===== config.mk =====
export PLATFORM = sky130hd
export DESIGN_NAME = pwr_mode_seq
export DESIGN_NICKNAME = d
export VERILOG_FILES = /design/src/rtl/pwr_mode_seq.sv
export SDC_FILE = /design/constraint.sdc
export NUM_CORES = 1
export LEC_CHECK = 0
export BUFFER_PORTS_ARGS = -buffer_cell sky130_fd_sc_hd__buf_2
export CORE_AREA = 4 4 41 43
export CTS_BUF_LIST = sky130_fd_sc_hd__clkbuf_8
export CTS_CLUSTER_SIZE = 24
export DETAILED_ROUTE_END_ITERATION = 7
export DIE_AREA = 0 0 45 47
export PLACE_DENSITY = 0.44
export SETUP_SLACK_MARGIN = 0.3
export SLEW_MARGIN = 40
export SYNTH_ARGS = -nofsm -noshare
export SYNTH_HDL_FRONTEND = slang
export SYNTH_SLANG_ARGS = --single-unit

===== constraint.sdc =====
create_clock -name clk -period 2.2 [get_ports clk]
set_clock_uncertainty 0.1 [all_clocks]
set_input_delay 0.33 -clock clk [delete_from_list [all_inputs] [get_ports clk]]
set_output_delay 0.33 -clock clk [all_outputs]
set_load 0.05 [all_outputs]

===== src/rtl/pwr_mode_seq.sv =====
module pwr_mode_seq (
  input  logic       clk,
  input  logic       rst_n,
  input  logic       req_valid,
  input  logic [1:0] req_mode,
  input  logic       wb_reached,
  input  logic       bus_idle,
  input  logic       irq,
  input  logic       wake_tmr,
  input  logic       pwr_pin,
  input  logic       cd_n,
  output logic       core_clk_en,
  output logic       periph_clk_en,
  output logic       mstr_clk_en,
  output logic       tmr_clk_en,
  output logic [1:0] mode
);

  localparam logic [1:0] M_FULL = 2'b00;
  localparam logic [1:0] M_STBY = 2'b01;
  localparam logic [1:0] M_SUSP = 2'b10;
  localparam logic [1:0] M_HIBR = 2'b11;

  logic [1:0] mode_q, tgt_q;
  logic       pend_q;
  logic       safe, soft_wake, hard_wake;

  assign safe      = wb_reached & bus_idle;
  assign soft_wake = irq | wake_tmr;
  assign hard_wake = pwr_pin | wake_tmr | ~cd_n;

  always_ff @(posedge clk or negedge rst_n) begin
    if (!rst_n) begin
      mode_q <= M_FULL;
      tgt_q  <= M_FULL;
      pend_q <= 1'b0;
    end else begin
      case (mode_q)
        M_FULL: begin
          if (pend_q) begin
            if (safe) begin
              mode_q <= tgt_q;
              pend_q <= 1'b0;
            end
          end else if (req_valid && req_mode != M_FULL) begin
            pend_q <= 1'b1;
            tgt_q  <= req_mode;
          end
        end
        M_STBY, M_SUSP: if (soft_wake) mode_q <= M_FULL;
        default:        if (hard_wake) mode_q <= M_FULL;
      endcase
    end
  end

  assign mode          = mode_q;
  assign core_clk_en   = (mode_q == M_FULL);
  assign periph_clk_en = ~mode_q[1];
  assign mstr_clk_en   = (mode_q != M_HIBR);
  assign tmr_clk_en    = (mode_q != M_HIBR);


  lp_hold_chk: assert property (@(posedge clk) disable iff (!rst_n)
    (mode != M_FULL) |=> (mode == $past(mode) || mode == M_FULL));


  entry_gate_chk: assert property (@(posedge clk) disable iff (!rst_n)
    (mode == M_FULL && !(wb_reached && bus_idle)) |=> (mode == M_FULL));


  soft_wake_chk: assert property (@(posedge clk) disable iff (!rst_n)
    ((mode == M_STBY || mode == M_SUSP) && (irq || wake_tmr)) |=>
      (mode == M_FULL && core_clk_en && periph_clk_en && mstr_clk_en && tmr_clk_en));


  hibr_stay_chk: assert property (@(posedge clk) disable iff (!rst_n)
    (mode == M_HIBR && !pwr_pin && !wake_tmr && cd_n) |=> (mode == M_HIBR));


  hibr_gate_chk: assert property (@(posedge clk) disable iff (!rst_n)
    (mode == M_HIBR) |-> (!core_clk_en && !periph_clk_en && !mstr_clk_en && !tmr_clk_en));


  pend_clk_chk: assert property (@(posedge clk) disable iff (!rst_n)
    (pend_q) |-> (mode == M_FULL && core_clk_en && periph_clk_en));

endmodule


==> results.toml <==
[drt]
post-route-drc-count = 0
ant_nets = 0
dr.first_iter.drc_count = 4
wl_um = 735
vias_per_cell = 4.63
wire_per_inst_um = 11.0
met2_length_um = 341
wl_met1_um = 315
dr.pass1.iters = 2
num_vias = 310
top_layer_used = "met3"
wl_met3_um = 78

[power_and_ir_drop]
ir_worst_vdd_uv = 796
seq_power_share_pct = 24.2
pwr-share-comb_pct = 54.0
p_leak_uw = 0.000238
power_uw = 739
p_clk_share_pct = 21.8
switching_power_uw = 339
power.density_nw_per_um2 = 1570
swShare_pct = 45.8
p_int_uw = 401

[critical_path]
reg2reg_to = "mode[1]"
end_kind = "register"
endpoint = "mode[1]"
r2r_setup_slack_ns = 0.48
critical_path_required_ns = 2.25
arrival_ns = 1.77
startpoint_type = "register"
r2r-start = "mode[1]"
path_class = "reg -> reg"
crit_path_max_fanout = 4
cp-startpoint = "mode[1]"
ff2ff_path_depth = 5

[sta]
slew-limit-headroom_pct = 83.4
slew_viol_final = 0
hold_violations = 0
finalCritPeriodShare_pct = 78.0
worst_pin_slew_ns = 0.250
min_period_ns = 1.72
setup_viol = 0
rsz0062_at_grt = "false"
finalSetupTns_ns = 0
fmax_mhz = 583

[clock_network]
cts.clk_slew.worst_paths_ns = 0.03
postCtsSetupBuffers = 0
clk-insertion-delay-late_ns = 0.22
cts_tree = "built"
cts_buffer_depth = 2
cts.repair.resized = 0
root_buffer = "clkbuf_8"
cts_hold_buf = 1
cts_buffers = 3
clock-sinks = 5
cts_max_level = 1

[place]
dpl.hpwl_um = 644
io_buffers = 16
globalplace.congestion = 0.654

[floorplan]
start_util_pct = 23.6
core_um2 = 1300
fp.dieH_um = 47
die_w_um = 45
rows = 13
die_area_um2 = 2120
boundaryPins = 17

[final_layout]
area_delta_synth_final_pct = 53.5
n_antenna_cell = 0
drive_gt1_share_pct = 51.9
fillers = 147
final_nets = 66

[grt]
grt_max_degree = 9
first_global_vias = 293
grt.overflow.total = 0
antenna_found_initial = 0
grt_usage_pct = 7.84
grt_pass1_wl_mm = 1.15

[synthesis]
avgSynthCellArea_um2 = 9.58
yosys_warnings = 0
syn_nets = 45
synth_seq_area_share_pct = 40.8
syn_area_um2 = 307
synth_seq_cells = 5
synthDistinctLibCells = 16
syn_inst = 32

[min_path]
hold_class = "in -> reg"

[status]
status = "completed"

[job]
cap_viol_max_count = 0
[state kept, by name, indices dropped and copies added (netlist names)]
register and flops:
mode 2, pend_q 1, tgt_q 2
[critical path, cell delays in order (launching register included)]
cell        delay, ns
dfrtp_2          0.40
clkinvlp_4       0.13
ha_4             0.25
or4b_1           0.53
o21ai_2          0.09
a221o_2          0.16
[area by class of cell]
class                           count  area [um2]  share of cell area, %
Clock buffer                        3        41.3                   8.78
Clock inverter                      1        3.75                  0.798
Inverter                            4        18.8                   3.99
Multi-Input combinational cell     22         171                   36.4
Sequential cell                     5         126                   26.9
Tap cell                           15        18.8                   3.99
Timing Repair Buffer               17        90.1                   19.1
[metrics by stage]
stage / util (%) / hold slack [ns] / cells / worst slack (ns) / instance area (um2)
after floorplan: - / -0.0656 / 32 / 0.0510 / 324
after global placement: 31.9 / 0.0469 / 62 / 0.518 / 415
after detailed placement: 31.9 / 0.0470 / 62 / 0.488 / 415
after CTS: 36.2 / 0.304 / 67 / 0.472 / 470
after global routing: 36.2 / 0.339 / 67 / 0.431 / 470
final: 36.2 / 0.306 / 67 / 0.484 / 470
[metal layers]
| layer | vias up | GRT usage, % |
|---|---|---|
| met1 | 139 | 9.63 |
| met3 | 0 | 4.60 |
| li1 | 156 | - |
| met4 | 0 | 3.51 |
| met2 | 15 | 11.0 |
| met5 | - | 0 |
[cell usage after synthesis]
| master | n | area share [%] |
|---|---|---|
| o21a_1 | 1 | 2.4 |
| nor2_1 | 3 | 3.7 |
| nand2_1 | 4 | 4.9 |
| o21ai_2 | 1 | 2.9 |
| nand4b_1 | 2 | 5.7 |
| a21oi_1 | 1 | 1.6 |
| nand3_1 | 1 | 1.6 |
| and3_2 | 2 | 4.9 |
| o211a_1 | 1 | 3.3 |
| dfrtp_1 | 5 | 41 |
| inv_1 | 4 | 4.9 |
| nand4_1 | 1 | 2.0 |
| ha_1 | 2 | 8.2 |
| buf_4 | 1 | 2.4 |
| or4b_1 | 1 | 3.3 |
| a221o_2 | 2 | 7.3 |
[cell families (layout without fill, tap and decap cells)]
logic type / after synthesis / in the layout / share of synthesized area (%)
simple gates: 14 / 14 / 26.1
flops: 5 / 5 / 40.8
fa+ha+maj: 2 / 2 / 8.16
buf+inv: 5 / 25 / 7.35
compound gates: 6 / 6 / 17.6
[worst min path at each step]
stage,from,end,slack [ns],depth (start not counted)
2_1_floorplan,rst_n,mode[0],-0.07,0
3_3_place_gp,rst_n,pend_q,0.05,1
3_5_place_dp,rst_n,tgt_q[0],0.05,1
4_1_cts,req_mode[1],tgt_q[1],0.30,3
5_1_grt,req_mode[1],tgt_q[1],0.34,3
6_report,req_mode[1],tgt_q[1],0.31,3
[cells in the final DEF (no fill, tap or decap)]
cell type      count
a21oi_1            1
a221o_2            2
and3_2             2
buf_2             16
clkbuf_8           3
clkinvlp_4         1
dfrtp_1            4
dfrtp_2            1
dlygate4sd3_1      1
ha_1               1
ha_4               1
inv_1              4
nand2_1            4
nand3_1            1
nand4_1            1
nand4b_1           2
nor2_1             3
o211a_1            1
o21a_1             1
o21ai_2            1
or4b_1             1
[power groups by stage]
stage / Combinational (uW) / Clock, uW / Sequential (uW)
2_1_floorplan: 280 / 0 / 220
3_3_place_gp: 394 / 0 / 177
3_5_place_dp: 405 / 0 / 180
4_1_cts: 407 / 167 / 180
5_1_grt: 434 / 174 / 185
6_report: 399 / 161 / 179
Power figures use the tool's default switching activity.
